`src/rtl/sscg_pkg.sv`:
```
package sscg_pkg;

  localparam logic [4:0] ADDR_HALF   = 5'h00;
  localparam logic [4:0] ADDR_JMASK  = 5'h04;
  localparam logic [4:0] ADDR_STEP   = 5'h08;
  localparam logic [4:0] ADDR_OFFS   = 5'h0C;
  localparam logic [4:0] ADDR_CEIL   = 5'h10;
  localparam logic [4:0] ADDR_IEN    = 5'h14;
  localparam logic [4:0] ADDR_FLAG   = 5'h18;
  localparam logic [4:0] ADDR_STATUS = 5'h1C;

  localparam int JIT_W = 12;

  typedef enum logic {
    DIR_FALL = 1'b0,
    DIR_RISE = 1'b1
  } ramp_dir_e;

  function automatic logic [31:0] add_clamp(input logic [31:0] a, input logic [31:0] b);
    logic [32:0] s;
    s = {1'b0, a} + {1'b0, b};
    return s[32] ? 32'hFFFF_FFFF : s[31:0];
  endfunction

  function automatic logic [31:0] sub_floor(input logic [31:0] a, input logic [31:0] b);
    return (a >= b) ? (a - b) : 32'd0;
  endfunction

endpackage

```
`src/rtl/sscg_regs.sv`:
```
module sscg_regs
  import sscg_pkg::*;
#(
  parameter int          PERIOD_W   = 24,
  parameter int          PERIOD_RST = 20000,
  parameter logic [11:0] JMASK_RST  = 12'h03B,
  parameter logic [31:0] STEP_RST   = 32'h0002_09D6,
  parameter logic [31:0] CEIL_RST   = 32'hFFFF_FFFF
) (
  input  logic                clk,
  input  logic                rst_n,
  input  logic                we,
  input  logic [4:0]          addr,
  input  logic [31:0]         wdata,
  input  logic                limit,
  output logic [31:0]         rdata,
  output logic [PERIOD_W-1:0] half_base,
  output logic [JIT_W-1:0]    jit_mask,
  output logic [31:0]         step,
  output logic [31:0]         offset,
  output logic [31:0]         ceiling,
  output logic                ien,
  output logic                flag
);

  logic clr;
  assign clr = we && (addr == ADDR_FLAG) && wdata[0];

  always_ff @(posedge clk) begin
    if (!rst_n) begin
      half_base <= PERIOD_W'(PERIOD_RST);
      jit_mask  <= JMASK_RST;
      step      <= STEP_RST;
      offset    <= 32'd0;
      ceiling   <= CEIL_RST;
      ien       <= 1'b0;
    end else if (we) begin
      case (addr)
        ADDR_HALF:  half_base <= wdata[PERIOD_W-1:0];
        ADDR_JMASK: jit_mask  <= wdata[JIT_W-1:0];
        ADDR_STEP:  step      <= wdata;
        ADDR_OFFS:  offset    <= wdata;
        ADDR_CEIL:  ceiling   <= wdata;
        ADDR_IEN:   ien       <= wdata[0];
        default:    ;
      endcase
    end
  end

  // sticky limit flag: clear beats set
  always_ff @(posedge clk) begin
    if (!rst_n)     flag <= 1'b0;
    else if (clr)   flag <= 1'b0;
    else if (limit) flag <= 1'b1;
  end

  always_comb begin
    rdata = 32'd0;
    case (addr)
      ADDR_HALF:   rdata = 32'(half_base);
      ADDR_JMASK:  rdata = 32'(jit_mask);
      ADDR_STEP:   rdata = step;
      ADDR_OFFS:   rdata = offset;
      ADDR_CEIL:   rdata = ceiling;
      ADDR_IEN:    rdata = {31'd0, ien};
      ADDR_FLAG:   rdata = {31'd0, flag};
      ADDR_STATUS: rdata = {31'd0, limit};
      default:     rdata = 32'd0;
    endcase
  end

  p_clear_wins_r8: assert property (@(posedge clk) disable iff (!rst_n)
    clr |=> !flag);

  p_sticky_set_r8: assert property (@(posedge clk) disable iff (!rst_n)
    (limit && !clr) |=> flag);

  p_flag_holds_r8: assert property (@(posedge clk) disable iff (!rst_n)
    (flag && !clr) |=> flag);

endmodule

```
`src/rtl/sscg_jitter.sv`:
```
module sscg_jitter
  import sscg_pkg::*;
#(
  parameter logic [11:0] SEED = 12'hACE
) (
  input  logic             clk,
  input  logic             rst_n,
  input  logic             advance,
  input  logic [JIT_W-1:0] mask,
  output logic [JIT_W-1:0] jit
);

  logic [JIT_W-1:0] lfsr;
  logic             fb;

  assign fb  = lfsr[11] ^ lfsr[5] ^ lfsr[3] ^ lfsr[0];
  assign jit = lfsr & mask;

  always_ff @(posedge clk) begin
    if (!rst_n)       lfsr <= SEED;
    else if (advance) lfsr <= {lfsr[10:0], fb};
  end

  p_lfsr_alive_r5: assert property (@(posedge clk) disable iff (!rst_n)
    lfsr != '0);

  p_lfsr_idle_r5: assert property (@(posedge clk) disable iff (!rst_n)
    !advance |=> $stable(lfsr));

endmodule

```
`src/rtl/sscg_ramp.sv`:
```
module sscg_ramp
  import sscg_pkg::*;
#(
  parameter int PERIOD_W   = 24,
  parameter int PERIOD_RST = 20000
) (
  input  logic                clk,
  input  logic                rst_n,
  input  logic [31:0]         step,
  input  logic [PERIOD_W-1:0] half_base,
  input  logic [JIT_W-1:0]    jit,
  output logic [31:0]         ramp,
  output logic                period_start
);

  // base + 32*jitter fits in one bit more than the wider of the two
  localparam int JSPAN_W = JIT_W + 5;
  localparam int HL_W    = ((PERIOD_W > JSPAN_W) ? PERIOD_W : JSPAN_W) + 1;

  ramp_dir_e        dir;
  logic [HL_W-1:0]  cnt;
  logic [HL_W-1:0]  half_len;
  logic             last;
  logic [HL_W-1:0]  next_len;

  assign last         = ({1'b0, cnt} + 1'b1) >= {1'b0, half_len};
  assign period_start = last && (dir == DIR_FALL);
  assign next_len     = HL_W'(half_base) + (HL_W'(jit) << 5);

  always_ff @(posedge clk) begin
    if (!rst_n) begin
      ramp     <= 32'd0;
      dir      <= DIR_RISE;
      cnt      <= '0;
      half_len <= HL_W'(PERIOD_RST);
    end else begin
      ramp <= (dir == DIR_RISE) ? add_clamp(ramp, step) : sub_floor(ramp, step);
      if (last) begin
        cnt <= '0;
        if (dir == DIR_RISE) begin
          dir <= DIR_FALL;
        end else begin
          dir      <= DIR_RISE;
          half_len <= next_len;
        end
      end else begin
        cnt <= cnt + 1'b1;
      end
    end
  end

  p_rise_monotone_r2: assert property (@(posedge clk) disable iff (!rst_n)
    (dir == DIR_RISE) |=> ramp >= $past(ramp));

  p_fall_monotone_r3: assert property (@(posedge clk) disable iff (!rst_n)
    (dir == DIR_FALL) |=> ramp <= $past(ramp));

  p_cnt_bound_r4: assert property (@(posedge clk) disable iff (!rst_n)
    (cnt < half_len) || (half_len == '0));

  p_dir_flip_r4: assert property (@(posedge clk) disable iff (!rst_n)
    last |=> dir != $past(dir));

endmodule

```
`src/rtl/sscg_shaper.sv`:
```
module sscg_shaper (
  input  logic [31:0] ramp,
  input  logic [31:0] offset,
  input  logic [31:0] ceiling,
  output logic [31:0] word,
  output logic        limit
);

  logic signed [33:0] sum;

  assign sum = $signed({2'b00, ramp}) + $signed({{2{offset[31]}}, offset});

  always_comb begin
    if (sum[33])      word = 32'd0;
    else if (sum[32]) word = 32'hFFFF_FFFF;
    else              word = sum[31:0];
  end

  assign limit = word > ceiling;

endmodule

```
`src/rtl/sscg_profile_top.sv`:
```
module sscg_profile_top
  import sscg_pkg::*;
#(
  parameter int          PERIOD_W   = 24,
  parameter int          PERIOD_RST = 20000,
  parameter logic [11:0] JMASK_RST  = 12'h03B,
  parameter logic [31:0] STEP_RST   = 32'h0002_09D6,
  parameter logic [31:0] CEIL_RST   = 32'hFFFF_FFFF,
  parameter logic [11:0] LFSR_SEED  = 12'hACE
) (
  input  logic        clk,
  input  logic        rst_n,
  input  logic        reg_we,
  input  logic [4:0]  reg_addr,
  input  logic [31:0] reg_wdata,
  output logic [31:0] reg_rdata,
  output logic [31:0] freq_word,
  output logic        irq
);

  logic [PERIOD_W-1:0] half_base;
  logic [JIT_W-1:0]    jit_mask;
  logic [JIT_W-1:0]    jit;
  logic [31:0]         step;
  logic [31:0]         offset;
  logic [31:0]         ceiling;
  logic [31:0]         ramp;
  logic                ien;
  logic                flag;
  logic                limit;
  logic                period_start;

  sscg_regs #(
    .PERIOD_W  (PERIOD_W),
    .PERIOD_RST(PERIOD_RST),
    .JMASK_RST (JMASK_RST),
    .STEP_RST  (STEP_RST),
    .CEIL_RST  (CEIL_RST)
  ) u_regs (
    .clk      (clk),
    .rst_n    (rst_n),
    .we       (reg_we),
    .addr     (reg_addr),
    .wdata    (reg_wdata),
    .limit    (limit),
    .rdata    (reg_rdata),
    .half_base(half_base),
    .jit_mask (jit_mask),
    .step     (step),
    .offset   (offset),
    .ceiling  (ceiling),
    .ien      (ien),
    .flag     (flag)
  );

  sscg_jitter #(
    .SEED(LFSR_SEED)
  ) u_jitter (
    .clk    (clk),
    .rst_n  (rst_n),
    .advance(period_start),
    .mask   (jit_mask),
    .jit    (jit)
  );

  sscg_ramp #(
    .PERIOD_W  (PERIOD_W),
    .PERIOD_RST(PERIOD_RST)
  ) u_ramp (
    .clk         (clk),
    .rst_n       (rst_n),
    .step        (step),
    .half_base   (half_base),
    .jit         (jit),
    .ramp        (ramp),
    .period_start(period_start)
  );

  sscg_shaper u_shaper (
    .ramp   (ramp),
    .offset (offset),
    .ceiling(ceiling),
    .word   (freq_word),
    .limit  (limit)
  );

  assign irq = flag & ien;

  p_offset_floor_r6: assert property (@(posedge clk) disable iff (!rst_n)
    !offset[31] |-> freq_word >= ramp);

  p_offset_ceil_r6: assert property (@(posedge clk) disable iff (!rst_n)
    offset[31] |-> freq_word <= ramp);

endmodule

```
`config.mk`:
```
export PLATFORM = sky130hd
export DESIGN_NAME = sscg_profile_top
export DESIGN_NICKNAME = d
export VERILOG_FILES = /design/src/rtl/sscg_pkg.sv /design/src/rtl/sscg_regs.sv /design/src/rtl/sscg_jitter.sv /design/src/rtl/sscg_ramp.sv /design/src/rtl/sscg_shaper.sv /design/src/rtl/sscg_profile_top.sv
export SDC_FILE = /design/constraint.sdc
export NUM_CORES = 1
export LEC_CHECK = 0
export BUFFER_PORTS_ARGS = -buffer_cell sky130_fd_sc_hd__buf_2
export CORE_UTILIZATION = 55
export DETAILED_ROUTE_END_ITERATION = 7
export PLACE_DENSITY = 0.72
export SYNTH_ARGS = -nofsm -noshare
export SYNTH_HDL_FRONTEND = slang
export SYNTH_HIERARCHICAL = 1
export SYNTH_SLANG_ARGS = --single-unit
```
`constraint.sdc`:
```
create_clock -name clk -period 6.24 [get_ports clk]
set_input_delay 0.936 -clock clk [delete_from_list [all_inputs] [get_ports clk]]
set_output_delay 0.936 -clock clk [all_outputs]
set_load 0.03 [all_outputs]
```
==> impl_metrics.py <==
metrics = {
    "finish": {
        "ff_latch_area_sq_um": 4591,
        "multiInputGateArea_sq_um": 11490,
        "fill_cells": 2698,
        "layout.cells.non_filler": 2680,
        "drive_gt1_share_pct": 16.39,
        "fin_nets": 2478,
        "syn_to_final_growth_pct": 13.99,
    },
    "setup_path": {
        "timing.rr.start": "u_ramp/ramp[1]",
        "r2r_end": "u_regs/flag",
        "path_class": "reg -> out",
        "r2r_slack_ns": 1.59,
        "arrival_ns": 5.57,
        "crit_path_end_kind": "output pin",
        "cp-start-kind": "flop",
        "cp.required_ns": 5.30,
        "worstPathMaxFanout": 9,
        "reg2reg_depth": 24,
    },
    "sta": {
        "setup_viol": 1,
        "fin_ws_ns": -0.2644,
        "hold_slack_ns": 0.4884,
        "max_clock_freq_ghz": 0.1537,
        "grt_setup_unrepaired": "true",
        "worst_pin_slew_ns": 1.214,
        "relSlewSlack_pct": 19.07,
        "period_share_pct": 104.2,
        "finalMaxSlewViolations": 0,
        "fin_crit_ns": 6.504,
        "hold_viol": 0,
        "fin_skew_ns": 0.01568,
    },
    "global_routing": {
        "grt_pass1_vias": 15238,
        "antenna_found_initial": 4,
        "grt_overflow": 0,
        "grt_pass1_wl_um": 85360,
        "grt_start_max_net_pins": 120,
        "grtUsageTotal_pct": 34.90,
    },
    "detailed_routing": {
        "detail_route.first_pass.iterations": 8,
        "wl_um": 56770,
        "ant_nets": 0,
        "viasPerCell": 6.192,
        "routedWlPerCell_um": 21.18,
        "drt_iter0_drc": 1966,
        "drc": 0,
        "routed-via-count": 16594,
    },
    "synthesis": {
        "ys.flop_type": "dfxtp_1",
        "synth_area_sq_um": 17100,
        "synthTopCellsByArea": "dfxtp_1, ha_1, nand2_1, xnor2_1, nand3_1",
        "yosysTopAreaCell": "dfxtp_1",
        "syn_nets": 2346,
        "ys_seq_elements": 229,
        "synth_edf_count": 0,
        "yosys.area.top_type_share_pct": 26.81,
        "ys_seq_area_share_pct": 26.81,
        "avgSynthCellArea_sq_um": 8.008,
        "synth.distinct_cells": 96,
        "syn-instance-count": 2135,
        "ys_async_sr_fraction_pct": 0,
        "ys_warn_count": 6,
    },
    "clocking": {
        "cts_made_buffers": 26,
        "cts_buffer_depth": 3,
        "clk_latency_ns": 0.54,
        "numClockSinks": 229,
        "clk_pin_slew_ns": 0.07,
        "cts_tree": "built",
        "cts.htree.levels": 1,
        "cts_hold_buf": 0,
        "cts_root_buffer": "clkbuf_16",
    },
    "floorplanning": {
        "die_w_um": 178.3,
        "core_sq_um": 30590,
        "dieArea_sq_um": 31800,
        "rows": 64,
        "ios": 105,
        "initial_core_util_pct": 55.89,
        "die_h_um": 178.3,
    },
    "job": {
        "cap_viol_max_count": 0,
    },
    "hold_path": {
        "min_path_cells": 2,
        "hold_class": "reg -> reg",
        "min_delay_worst_endpoint": "u_regs/offset[27]",
        "min_from": "u_regs/offset[27]",
    },
    "pwr": {
        "internal_power_mw": 3.293,
        "seqPwrFrac_pct": 30.4,
        "switching_share_pct": 38.25,
        "vdd_drop_max_mv": 0.2715,
        "pwr-share-comb_pct": 40.1,
        "p_leak_nw": 9.387,
        "p_clk_share_pct": 29.5,
        "power_mw": 5.333,
        "pwr_density_cell_nw_per_um2": 273.6,
        "p_switching_mw": 2.040,
    },
    "placement": {
        "dp.cells": 2612,
        "place_congestion": 0.9900,
        "hpwl_um": 42900,
        "pre_cts_ws_ns": -0.4185,
        "port_buffers": 104,
    },
    "status": {
        "violations": "setup timing",
        "run_status": "finished, violations left",
    },
}
[layout by cell type (no fill, tap or decap), types with 16 or more instances in the layout]
cell type  count
a21oi_1      117
buf_2        102
clkbuf_16     28
nand3_1      127
xor2_1        30
o211ai_1      20
o21bai_1      18
a21boi_0      28
a21o_1        46
a22oi_2       27
and3_1        45
xnor2_1       73
nor2b_1       36
ha_1         164
inv_1        138
nor2_1       131
nand2b_1      16
o21ai_1       24
dfxtp_1      224
nor3_1        24
and2_1        24
buf_4        115
nand2_1      267
mux2i_1       56
nand4_1       25
a31oi_1       17
o21ai_0       94
[power groups by stage]
stage | clock network, mW | logic, mW | registers (mW)
2_1_floorplan | 0 | 1.45 | 1.60
3_3_place_gp | 0 | 2.04 | 1.64
3_5_place_dp | 0 | 2.05 | 1.64
4_1_cts | 1.59 | 2.08 | 1.61
5_1_grt | 1.64 | 2.29 | 1.62
6_report | 1.57 | 2.14 | 1.62
[critical path: stages (launching register included)]
cell      delay, ns
dfxtp_2        0.34
ha_4           0.23
a21oi_2        0.14
nor2b_1        0.08
a311o_1        0.30
a31o_2         0.28
o211ai_2       0.19
a21oi_2        0.08
o31a_1         0.26
or3_4          0.40
buf_4          0.21
a22oi_2        0.25
ha_1           0.29
a21o_1         0.16
a21oi_1        0.14
o21ai_1        0.11
a221oi_2       0.33
nor2b_1        0.08
o21ai_1        0.18
a21oi_2        0.13
mux2_4         0.29
nand2_2        0.09
a21boi_4       0.07
o31a_1         0.26
buf_6          0.14
[worst max-delay path by stage]
| stage | from | depth (start not counted) | end |
|---|---|---|---|
| global route | u_regs/offset[0] | 26 | reg_rdata[0] |
| detailed placement | u_regs/offset[1] | 24 | reg_rdata[0] |
| global placement | u_regs/offset[1] | 24 | reg_rdata[0] |
| floorplan | u_ramp/ramp[1] | 25 | reg_rdata[0] |
| CTS | u_ramp/ramp[3] | 25 | reg_rdata[0] |
| finish | u_ramp/ramp[1] | 24 | reg_rdata[0] |
[cell families after synthesis]
logic type / after synthesis / synth area share (%)
buffers and inverters: 267 / 6.959
DFF: 229 / 26.81
xor gates and xnor gates: 106 / 5.518
adders and majority gates: 171 / 12.69
AOI/OAI and AO/OA: 555 / 22.88
and+or+nand+nor: 739 / 20.42
muxes: 68 / 4.727
[metrics by stage]
| step | cell area (sq um) | TNS, ns | util (%) |
|---|---|---|---|
| 3_5_place_dp | 18260 | -0.4185 | 59.70 |
| 6_report | 19490 | -0.2644 | 63.71 |
| 4_1_cts | 19350 | -0.3005 | 63.26 |
| 5_1_grt | 19490 | -0.4318 | 63.71 |
| 2_1_floorplan | 17100 | 0 | - |
| 3_3_place_gp | 18260 | -0.3346 | 59.70 |
[synth_stat cells (all sizes together), types with 14 or more instances]
library cell,instances
a211oi,14
a21boi,35
a21o,46
a21oi,126
a22oi,38
a31oi,18
and2,25
and3,45
buf,74
clkbuf,49
dfxtp,229
ha,167
inv,144
mux2i,56
nand2,270
nand2b,17
nand3,127
nand4,25
nor2,131
nor2b,38
nor3,25
o211ai,22
o21ai,122
o21bai,18
xnor2,75
xor2,30
[timing repair]
item	CTS	global route
resized for setup	29	14
gates cloned	0	1
endpoints found under the setup margin	1	1
buffers inserted	17	5
pin swaps	24	20
[sequential cells by signal, indices dropped and copies added, names as in the netlist]
| name | cells |
|---|---|
| u_regs/offset | 32 |
| u_regs/step | 32 |
| u_regs/half_base | 24 |
| u_regs/ceiling | 32 |
| u_ramp/ramp | 32 |
| u_regs/ien | 1 |
| u_regs/jit_mask | 12 |
| u_jitter/lfsr | 12 |
| u_ramp/dir | 1 |
| u_regs/flag | 1 |
| u_ramp/cnt | 25 |
| u_ramp/half_len | 25 |
[final cells by class]
class | count | share of cell area, %
diodes | 2 | 0.02568
clock buffers | 37 | 3.865
clock inverters | 6 | 0.5393
inverters | 144 | 2.773
multi-input cells | 1639 | 58.96
flip-flops and latches | 229 | 23.55
well taps | 396 | 2.542
repair buffers | 227 | 7.742
[metal layers]
layer,track usage [%],routed length [um],up-vias,part of all wire (%)
met2,52.64,24390,823,43
met1,48.83,24890,7819,44
met5,0,0,-,0
met3,8.397,5876,110,10
li1,-,-,7842,-
met4,10.70,1613,0,2.8
No activity file was read; power rests on OpenSTA's default activity.
